`config.mk`:
```
export PLATFORM = sky130hd
export DESIGN_NAME = burst2_sram
export DESIGN_NICKNAME = d
export VERILOG_FILES = /design/src/rtl/b2s_pkg.sv /design/src/rtl/b2s_bank.sv /design/src/rtl/b2s_outpipe.sv /design/src/rtl/burst2_sram.sv
export SDC_FILE = /design/constraint.sdc
export NUM_CORES = 1
export LEC_CHECK = 0
export CAP_MARGIN = 20
export CORE_ASPECT_RATIO = 0.7
export CORE_MARGIN = 2
export CORE_UTILIZATION = 51
export CTS_BUF_LIST = sky130_fd_sc_hd__clkbuf_16
export DETAILED_ROUTE_END_ITERATION = 8
export DONT_BUFFER_PORTS = 1
export PLACE_DENSITY = 0.66
export SLEW_MARGIN = 20
export SYNTH_ARGS = -nofsm -noshare
export SYNTH_HDL_FRONTEND = slang
export SYNTH_SLANG_ARGS = --single-unit
```
`constraint.sdc`:
```
create_clock -name clk -period 10.45 [get_ports clk]
set_input_delay 0.5225 -clock clk [delete_from_list [all_inputs] [get_ports clk]]
set_output_delay 0.5225 -clock clk [all_outputs]
set_load 0.1 [all_outputs]
```
`src/rtl/b2s_pkg.sv`:
```
`timescale 1ns/1ps
package b2s_pkg;
  // Which half of an access the current clock edge belongs to.
  typedef enum logic {
    PH_RISE = 1'b0,
    PH_FALL = 1'b1
  } phase_e;
endpackage

```
`src/rtl/b2s_bank.sv`:
```
`timescale 1ns/1ps
// One beat bank: a memory per byte lane so each lane has its own write enable.
module b2s_bank #(
  parameter int DW    = 36,
  parameter int LANES = 4,
  parameter int AW    = 4
) (
  input  logic             clk,
  input  logic             we,
  input  logic [AW-1:0]    waddr,
  input  logic [DW-1:0]    wdata,
  input  logic [LANES-1:0] wmask,
  input  logic             re,
  input  logic [AW-1:0]    raddr,
  output logic [DW-1:0]    rdata
);
  localparam int LW    = DW / LANES;
  localparam int DEPTH = 1 << AW;

  for (genvar l = 0; l < LANES; l++) begin : g_lane
    logic [LW-1:0] mem [DEPTH];
    logic [LW-1:0] q;

    always_ff @(posedge clk) begin
      if (we && wmask[l]) mem[waddr] <= wdata[l*LW +: LW];
      if (re)             q          <= mem[raddr];
    end

    assign rdata[l*LW +: LW] = q;
  end
endmodule

```
`src/rtl/b2s_outpipe.sv`:
```
`timescale 1ns/1ps
// Extra output delay stages, count chosen by parameter.
module b2s_outpipe #(
  parameter int DW     = 36,
  parameter int STAGES = 2
) (
  input  logic          clk,
  input  logic          rst,
  input  logic          in_val,
  input  logic          in_last,
  input  logic [DW-1:0] in_data,
  output logic          out_val,
  output logic          out_last,
  output logic [DW-1:0] out_data
);
  if (STAGES == 0) begin : g_bypass
    assign out_val  = in_val;
    assign out_last = in_last;
    assign out_data = in_data;
  end else begin : g_pipe
    logic [STAGES-1:0] v;
    logic [STAGES-1:0] lst;
    logic [DW-1:0]     d [STAGES];

    always_ff @(posedge clk) begin
      if (rst) begin
        v   <= '0;
        lst <= '0;
      end else begin
        v[0]   <= in_val;
        lst[0] <= in_last;
        for (int i = 1; i < STAGES; i++) begin
          v[i]   <= v[i-1];
          lst[i] <= lst[i-1];
        end
      end
    end

    always_ff @(posedge clk) begin
      d[0] <= in_data;
      for (int i = 1; i < STAGES; i++) d[i] <= d[i-1];
    end

    assign out_val  = v[STAGES-1];
    assign out_last = lst[STAGES-1];
    assign out_data = d[STAGES-1];
  end
endmodule

```
`src/rtl/burst2_sram.sv`:
```
`timescale 1ns/1ps
module burst2_sram #(
  parameter int DW        = 36,
  parameter int LANES     = 4,
  parameter int AW        = 4,
  parameter int EXTRA_LAT = 1
) (
  input  logic             clk,
  input  logic             rst,
  input  logic             rd_sel_n,
  input  logic             wr_sel_n,
  input  logic [AW-1:0]    addr,
  input  logic [DW-1:0]    wdata,
  input  logic [LANES-1:0] wbe_n,
  output logic [DW-1:0]    rdata,
  output logic             rd_valid,
  output logic             rd_last
);
  import b2s_pkg::*;

  localparam int LW     = DW / LANES;
  localparam int STAGES = 2 * EXTRA_LAT;

  phase_e           ph;
  logic             fall;
  logic             rp, wp, rq_val, fwd;
  logic [AW-1:0]    raddr_q;
  logic [DW-1:0]    wd0, fd0, fd1;
  logic [LANES-1:0] wm0, fm0, fm1;
  logic [DW-1:0]    rq0, rq1, mrg0, mrg1;
  logic             s_val, s_last;
  logic [DW-1:0]    s_data;

  assign fall = (ph == PH_FALL);

  // Control state: phase, pending read/write, forwarding hit.
  always_ff @(posedge clk) begin
    if (rst) begin
      ph     <= PH_RISE;
      rp     <= 1'b0;
      wp     <= 1'b0;
      rq_val <= 1'b0;
      fwd    <= 1'b0;
    end else if (!fall) begin
      ph <= PH_FALL;
      rp <= ~rd_sel_n;
      wp <= ~wr_sel_n;
    end else begin
      ph     <= PH_RISE;
      rq_val <= rp;
      fwd    <= rp && wp && (addr == raddr_q);
    end
  end

  // Captured address and data; no reset needed.
  always_ff @(posedge clk) begin
    if (!fall) begin
      if (!rd_sel_n) raddr_q <= addr;
      if (!wr_sel_n) begin
        wd0 <= wdata;
        wm0 <= ~wbe_n;
      end
    end else begin
      fd0 <= wd0;
      fm0 <= wm0;
      fd1 <= wdata;
      fm1 <= ~wbe_n;
    end
  end

  // Two banks, one per beat; both written and read on the second phase.
  logic [DW-1:0]    bwd [2];
  logic [LANES-1:0] bwm [2];
  logic [DW-1:0]    brd [2];

  assign bwd[0] = wd0;
  assign bwd[1] = wdata;
  assign bwm[0] = wm0;
  assign bwm[1] = ~wbe_n;
  assign rq0    = brd[0];
  assign rq1    = brd[1];

  for (genvar b = 0; b < 2; b++) begin : g_bank
    b2s_bank #(.DW(DW), .LANES(LANES), .AW(AW)) u_bank (
      .clk   (clk),
      .we    (fall && wp),
      .waddr (addr),
      .wdata (bwd[b]),
      .wmask (bwm[b]),
      .re    (fall && rp),
      .raddr (raddr_q),
      .rdata (brd[b])
    );
  end

  // Lane-wise merge of forwarded write data over the array read.
  always_comb begin
    mrg0 = rq0;
    mrg1 = rq1;
    for (int l = 0; l < LANES; l++) begin
      if (fwd && fm0[l]) mrg0[l*LW +: LW] = fd0[l*LW +: LW];
      if (fwd && fm1[l]) mrg1[l*LW +: LW] = fd1[l*LW +: LW];
    end
  end

  // Beat serialiser: beat 0 on a first-phase edge, beat 1 on the next.
  always_ff @(posedge clk) begin
    if (rst) begin
      s_val  <= 1'b0;
      s_last <= 1'b0;
    end else begin
      s_val  <= rq_val;
      s_last <= fall;
    end
  end

  always_ff @(posedge clk) s_data <= fall ? mrg1 : mrg0;

  b2s_outpipe #(.DW(DW), .STAGES(STAGES)) u_outpipe (
    .clk      (clk),
    .rst      (rst),
    .in_val   (s_val),
    .in_last  (s_last),
    .in_data  (s_data),
    .out_val  (rd_valid),
    .out_last (rd_last),
    .out_data (rdata)
  );
endmodule

```
==> results.sh, run 1 <==
export IMPL_yosysWarnings=0
export IMPL_layout_min_cycle_time_ns=3.70
export IMPL_crit_arrival_ns=4.05
export IMPL_yosysSeqAreaShare_pct=80.2
export IMPL_final_hold_viol_count=0
export IMPL_final_nets=2580
export IMPL_ir_drop_uv=190
export IMPL_die_w_microns=391
export IMPL_pwr_share_clk_pct=40.1
export IMPL_rsz0062_at_grt="false"
export IMPL_numPortBuffers=0
export IMPL_grt_pass1_vias=25050
export IMPL_routed_wl_microns=123000
export IMPL_row_count=99
export IMPL_ys_ff_latch=1467
export IMPL_p_sw_mw=2.48
export IMPL_slowest_stage="nor2_1"
export IMPL_antenna_found_initial=10
export IMPL_fin_cells=4005
export IMPL_async_flop_share_pct=0
export IMPL_min_period_over_period_pct=35.4
export IMPL_dp_cells=3712
export IMPL_start_util_pct=51.3
export IMPL_worstPathRequired_ns=10.80
export IMPL_fin_skew_ns=0.0338
export IMPL_max_cap_viol_count=0
export IMPL_io_pins=86
export IMPL_hold_slack_ns=0.0791
export IMPL_drc=0
export IMPL_synth_nets=2530
export IMPL_postCtsSetupBuffers=0
export IMPL_clock_latency_ns=0.76
export IMPL_avgSynthCellArea_sq_um=21.5
export IMPL_crit_path_end_kind="flop"
export IMPL_outcome="completed"
export IMPL_cp_cell_sequence="buf_4 -> nand3_1 -> nor2_1"
export IMPL_start_kind="flop"
export IMPL_synth_edf_count=1348
export IMPL_fmax_mhz=270
export IMPL_hp_class="in2reg"
export IMPL_setup_viol=0
export IMPL_dp_hpwl_microns=75100
export IMPL_ys_flop_type="edfxtp_1"
export IMPL_grt_pass1_wl_microns=179000
export IMPL_hold_depth=1
export IMPL_htree_levels=4
export IMPL_slew_violations=0
export IMPL_area_growth_pct=11.3
export IMPL_worst_pin_slew_ns=1.14
export IMPL_cts_tree="built"
export IMPL_final_layout_size_suffix_gt1_share_pct=20.0
export IMPL_finalSetupTns_ns=0
export IMPL_worst_path_max_fanout=64
export IMPL_slew_headroom_pct=23.9
export IMPL_crit_path_max_incr_delay_ns=1.13
export IMPL_seq_power_share_pct=56.5
export IMPL_power_leakage_nw=19.1
export IMPL_avgRoutedWirePerCell_microns=30.6
export IMPL_critical_path_class="reg2reg"
export IMPL_ant_nets=0
export IMPL_gp_congestion=0.826
export IMPL_drtPass1Iterations=5
export IMPL_worstSetupStartpoint="fall$_SDFF_PP0_"
export IMPL_min_from="wbe_n[2]"
export IMPL_grt_max_degree=177
export IMPL_cts_inserted_buffers=132
export IMPL_syn_inst=2482
export IMPL_clk_path_buf_depth=3
export IMPL_clkTransAtPathRegs_ns=0.06
export IMPL_die_y_microns=275
export IMPL_fin_total_pwr_mw=11.8
export IMPL_grt_overflow_total=0
export IMPL_worstReg2RegStart="fall$_SDFF_PP0_"
export IMPL_worst_r2r_path_depth=3
export IMPL_vias=24973
export IMPL_cp_num_cells=3
export IMPL_die_area_sq_um=107000
export IMPL_critical_path_top_delay_family="simple AND/OR/NAND/NOR gates"
export IMPL_core_area_sq_um=104000
export IMPL_viasPerCell=6.24
export IMPL_syn_cell_area_sq_um=53400
export IMPL_drt_first_iter_violations=2871
export IMPL_pwr_share_comb_pct=3.4
export IMPL_netSwitchingFraction_pct=21.1
export IMPL_cts_root_buffer_cell="clkbuf_16"
export IMPL_clock_sinks=1467
export IMPL_grt_total_usage_pct=23.3
export IMPL_p_per_area_nw_per_um2=198
export IMPL_synth_cell_types=26
export IMPL_worst_path_buf_inv=1
export IMPL_intPower_mw=9.28
==> metrics by stage <==
stage	setup slack, ns	cell area (sq um)	util [%]
after floorplan	6.16	53400	-
after global placement	6.17	54500	52.4
after detailed placement	6.09	54700	52.6
after CTS	6.05	59300	57.0
after global routing	6.46	59400	57.1
final	6.75	59400	57.1
==> sequential cells by signal, indices dropped and copies added, names as in the netlist <==
signal and flops:
g_bank.u_bank.g_lane.mem 1152, g_bank.u_bank.g_lane.q 72, u_outpipe.g_pipe.d 72, fd0 36
fd1 36, s_data 36, wd0 36, fm0 4
fm1 4, raddr_q 4, wm0 4, u_outpipe.g_pipe.lst 2
u_outpipe.g_pipe.v 2, fall 1, fwd 1, rp 1
rq_val 1, s_last 1, s_val 1, wp 1
==> metal layers <==
metal,up-vias,GRT usage [%],share of wire [%]
li1,10287,-,-
met1,13244,34.7,42
met2,1274,35.0,46
met3,162,5.55,9.9
met4,6,6.02,1.8
met5,-,0,0.033
==> cell usage after synthesis (8+ instances only) <==
| library cell | n | share of area (%) |
|---|---|---|
| edfxtp_1 | 1348 | 76 |
| mux4_2 | 288 | 12 |
| a22oi_1 | 145 | 2.0 |
| nor2_1 | 134 | 0.94 |
| dfxtp_1 | 119 | 4.5 |
| nand2_1 | 91 | 0.64 |
| clkbuf_1 | 74 | 0.52 |
| buf_4 | 45 | 0.63 |
| a21oi_1 | 39 | 0.37 |
| a211oi_1 | 36 | 0.51 |
| and3_1 | 36 | 0.42 |
| mux2i_1 | 36 | 0.67 |
| buf_2 | 31 | 0.29 |
| nor2b_1 | 16 | 0.19 |
| nand3_1 | 14 | 0.13 |
| buf_1 | 13 | 0.091 |
| inv_1 | 8 | 0.056 |
==> cells in the final DEF, fill, tap and decap left out, types with 8 or more instances in the layout <==
master	netlist	routed
edfxtp_1	1348	1348
mux4_2	288	288
a22oi_1	145	145
clkbuf_16	0	140
nor2_1	134	123
dfxtp_1	119	117
nand2_1	91	91
dlygate4sd3_1	0	45
a21oi_1	39	39
mux2i_1	36	36
and3_1	36	36
a211oi_1	36	36
inv_1	8	29
clkinv_1	0	29
buf_4	45	22
clkinv_2	0	19
nand3_1	14	14
nor2b_1	16	14
nor2_2	0	10
inv_2	0	10
bufinv_16	0	9
diode_2	0	8
buf_16	0	8
==> timing repair <==
item,CTS,global route
hold buffers,45,0
gates resized for setup,0,0
hold endpoints to repair,668,0
==> power by group through the flow <==
| stage | combinational [mW] | sequential (mW) | clock [mW] |
|---|---|---|---|
| floorplan | 0.331 | 6.65 | 0 |
| global placement | 0.329 | 6.76 | 0 |
| detailed placement | 0.340 | 6.76 | 0 |
| CTS | 0.399 | 6.64 | 4.77 |
| global route | 0.428 | 6.64 | 4.99 |
| finish | 0.401 | 6.64 | 4.72 |
==> final timing paths <==
kind	to	slack [ns]
worst min-delay path	wm0[2]$_DFFE_PP_	0.08
worst max register to register	g_bank[1].u_bank.g_lane[2].mem[13][8]$_DFFE_PP_	6.75
worst min register to register	u_outpipe.g_pipe.d[0][3]$_DFF_P_	0.32
worst max-delay path	g_bank[1].u_bank.g_lane[2].mem[13][8]$_DFFE_PP_	6.75
==> kinds of logic after synthesis <==
family	Yosys count	synth area share (%)
AND/OR/NAND/NOR	297	2.40
multiplexers	324	12.8
XOR/XNOR	1	0.0164
flip-flops	1467	80.2
buffers and inverters	172	1.61
AO/OA/AOI/OAI	221	2.93
==> cell type report <==
type | count | area, sq um
sequential | 1467 | 42900
tap | 1363 | 1710
fill | 7437 | 44600
antenna | 8 | 20.0
inverter | 8 | 32.5
clock inverter | 96 | 653
multi-input combinational | 843 | 9750
clock buffer | 140 | 3500
timing repair buffer | 80 | 910
(Power assumes the default switching activity.)
==> run 2: changes to the inputs <==
==> constraint.sdc (replaced) <==
create_clock -name clk -period 3.53 [get_ports clk]
set_input_delay 0.1765 -clock clk [delete_from_list [all_inputs] [get_ports clk]]
set_output_delay 0.1765 -clock clk [all_outputs]
set_load 0.1 [all_outputs]
==> run 2 against run 1 <==
Net effect:
- sequential power increased to 3.0 times the previous value
- non-clock buffer count increased by 134
- cell count up 3.1%
- maximum frequency is 36% higher
- critical path depth increased by 1
- clock-buffer cell count is the same
==> results.sh, run 2 (synthesis results as in run 1) <==
export IMPL_power_leakage_nw=19.8
export IMPL_fill_cells=7406
export IMPL_fin_skew_ns=0.0350
export IMPL_r2r_end="g_bank[0].u_bank.g_lane[1].q[6]$_DFFE_PP_"
export IMPL_rrSetupSlack_ns=0.81
export IMPL_clk_path_buf_depth=3
export IMPL_finalSetupTns_ns=0
export IMPL_setup_viol=0
export IMPL_clkTransAtPathRegs_ns=0.07
export IMPL_final_nets=2713
export IMPL_top_register="g_bank.u_bank.g_lane.mem"
export IMPL_grt_total_usage_pct=22.9
export IMPL_start_kind="flop"
export IMPL_fmax_mhz=367
export IMPL_cts_root_buffer_cell="clkbuf_16"
export IMPL_mostFrequentLayoutCell="edfxtp_1"
export IMPL_drt_first_iter_violations=3320
export IMPL_postCtsSetupBuffers=0
export IMPL_antenna_found_initial=9
export IMPL_viasPerCell=6.16
export IMPL_io_pins=86
export IMPL_crit_path_end_kind="flop"
export IMPL_start_util_pct=51.3
export IMPL_worst_pin_slew_ns=1.09
export IMPL_drc=0
export IMPL_worst_path_max_fanout=43
export IMPL_min_period_over_period_pct=77.2
export IMPL_hold_slack_ns=0.0872
export IMPL_die_area_sq_um=107000
export IMPL_hold_end="g_bank[1].u_bank.g_lane[3].mem[1][8]$_DFFE_PP_"
export IMPL_worst_r2r_path_depth=4
export IMPL_cp_cell_sequence="buf_4 -> nand2_1 -> clkinv_2 -> buf_4"
export IMPL_dp_hpwl_microns=75700
export IMPL_vias=25431
export IMPL_grt_max_degree=82
export IMPL_die_y_microns=275
export IMPL_rsz0062_at_grt="false"
export IMPL_clock_latency_ns=0.77
export IMPL_crit_path_max_incr_delay_ns=0.64
export IMPL_cts_inserted_buffers=131
export IMPL_worstPathRequired_ns=3.96
export IMPL_gp_congestion=0.821
export IMPL_grt_pass1_vias=25432
export IMPL_numPortBuffers=0
export IMPL_area_growth_pct=13.2
export IMPL_layout_min_cycle_time_ns=2.72
export IMPL_core_area_sq_um=104000
export IMPL_min_from="addr[3]"
export IMPL_outcome="completed"
export IMPL_slowest_stage="dfxtp_4"
export IMPL_htree_levels=4
export IMPL_clock_sinks=1467
export IMPL_avgRoutedWirePerCell_microns=29.3
export IMPL_final_hold_viol_count=0
export IMPL_ir_drop_uv=444
export IMPL_grt_pass1_wl_microns=176000
export IMPL_hold_depth=3
export IMPL_routed_wl_microns=121000
export IMPL_largest_reg_flops=1152
export IMPL_crit_arrival_ns=3.15
export IMPL_cts_tree="built"
export IMPL_reg_top3="g_bank.u_bank.g_lane.mem (1152), g_bank.u_bank.g_lane.q (72), u_outpipe.g_pipe.d (72)"
export IMPL_slew_headroom_pct=26.9
export IMPL_path_common_cell="buf_4"
export IMPL_final_cell_mix="edfxtp_1 (1348), mux4_2 (288), buf_4 (152), a22oi_1 (145), clkbuf_16 (140)"
export IMPL_critical_path_class="reg2reg"
export IMPL_p_per_area_nw_per_um2=578
export IMPL_drtPass1Iterations=5
export IMPL_max_cap_viol_count=0
export IMPL_worstReg2RegStart="fall$_SDFF_PP0_"
export IMPL_slew_violations=0
export IMPL_hp_class="in2reg"
export IMPL_row_count=99
export IMPL_die_w_microns=391
export IMPL_grt_overflow_total=0
export IMPL_final_layout_size_suffix_gt1_share_pct=23.5
export IMPL_ant_nets=0
==> run 2: changes by cell type in the layout (fill, tap and decap cells not counted), sizes merged <==
cell / delta
clkinvlp: +1
buf: +130
diode: -5
dlygate4sd3: +4
inv: -2
clkinv: -2
==> run 2: worst max-delay path by stage <==
| stage | start | end | slack (ns) |
|---|---|---|---|
| after floorplan | fall$_SDFF_PP0_ | g_bank[0].u_bank.g_lane[0].q[0]$_DFFE_PP_ | 0.08 |
| after global placement | fall$_SDFF_PP0_ | g_bank[1].u_bank.g_lane[1].mem[14][5]$_DFFE_PP_ | 0.89 |
| after detailed placement | fall$_SDFF_PP0_ | g_bank[0].u_bank.g_lane[1].q[8]$_DFFE_PP_ | 0.84 |
| after CTS | fall$_SDFF_PP0_ | g_bank[0].u_bank.g_lane[1].q[3]$_DFFE_PP_ | 0.81 |
| after global routing | fall$_SDFF_PP0_ | g_bank[0].u_bank.g_lane[0].q[3]$_DFFE_PP_ | 0.64 |
| final | fall$_SDFF_PP0_ | g_bank[0].u_bank.g_lane[1].q[6]$_DFFE_PP_ | 0.81 |
==> run 2: what timing repair did <==
item	CTS	global route
endpoints found under the hold margin	727	0
resized for setup	0	0
hold buffers	49	0
==> run 2: critical path: cells and delay by family, from the launching register on <==
family / cells / cell delay [ns]
buffers and inverters: 3 / 1.51
flip-flops: 1 / 0.64
AND/OR/NAND/NOR: 1 / 0.19
==> run 2: routing by layer <==
metal  vias up  share of wire, %  track usage (%)
met3       169                11             5.37
met5         -             0.025                0
li1      10557                 -                -
met2      1349                45             33.3
met4         4               2.1             6.69
met1     13352                43             34.9
==> run 2: area by class of cell <==
class / count / area [sq um] / area share [%]
Tap cell: 1363 / 1710 / 2.82
Timing Repair Buffer: 214 / 1890 / 3.13
Multi-Input combinational cell: 843 / 9720 / 16.1
Sequential cell: 1467 / 42900 / 70.9
Inverter: 8 / 32.5 / 0.0538
Antenna cell: 3 / 7.51 / 0.0124
Clock inverter: 93 / 718 / 1.19
Clock buffer: 140 / 3500 / 5.80
==> run 2: power breakdown <==
| group | switching (mW) | leakage, nW | internal, mW | total (mW) |
|---|---|---|---|---|
| registers | 0.442 | 13.2 | 19.2 | 19.6 |
| logic | 0.756 | 4.44 | 0.472 | 1.23 |
| clock network | 6.20 | 2.18 | 7.85 | 14.0 |
| total | 7.39 | 19.8 | 27.5 | 34.9 |
==> run 2: stage by stage <==
stage	instances	util, %	power [mW]	area, sq um	setup slack [ns]
4_1_cts	4128	58.1	35.1	60400	0.815
6_report	4131	58.1	34.9	60400	0.806
3_3_place_gp	3846	53.6	21.0	55700	0.894
2_1_floorplan	2482	-	20.7	53400	0.0758
3_5_place_dp	3846	53.6	21.1	55700	0.839
5_1_grt	4129	58.1	35.9	60400	0.642
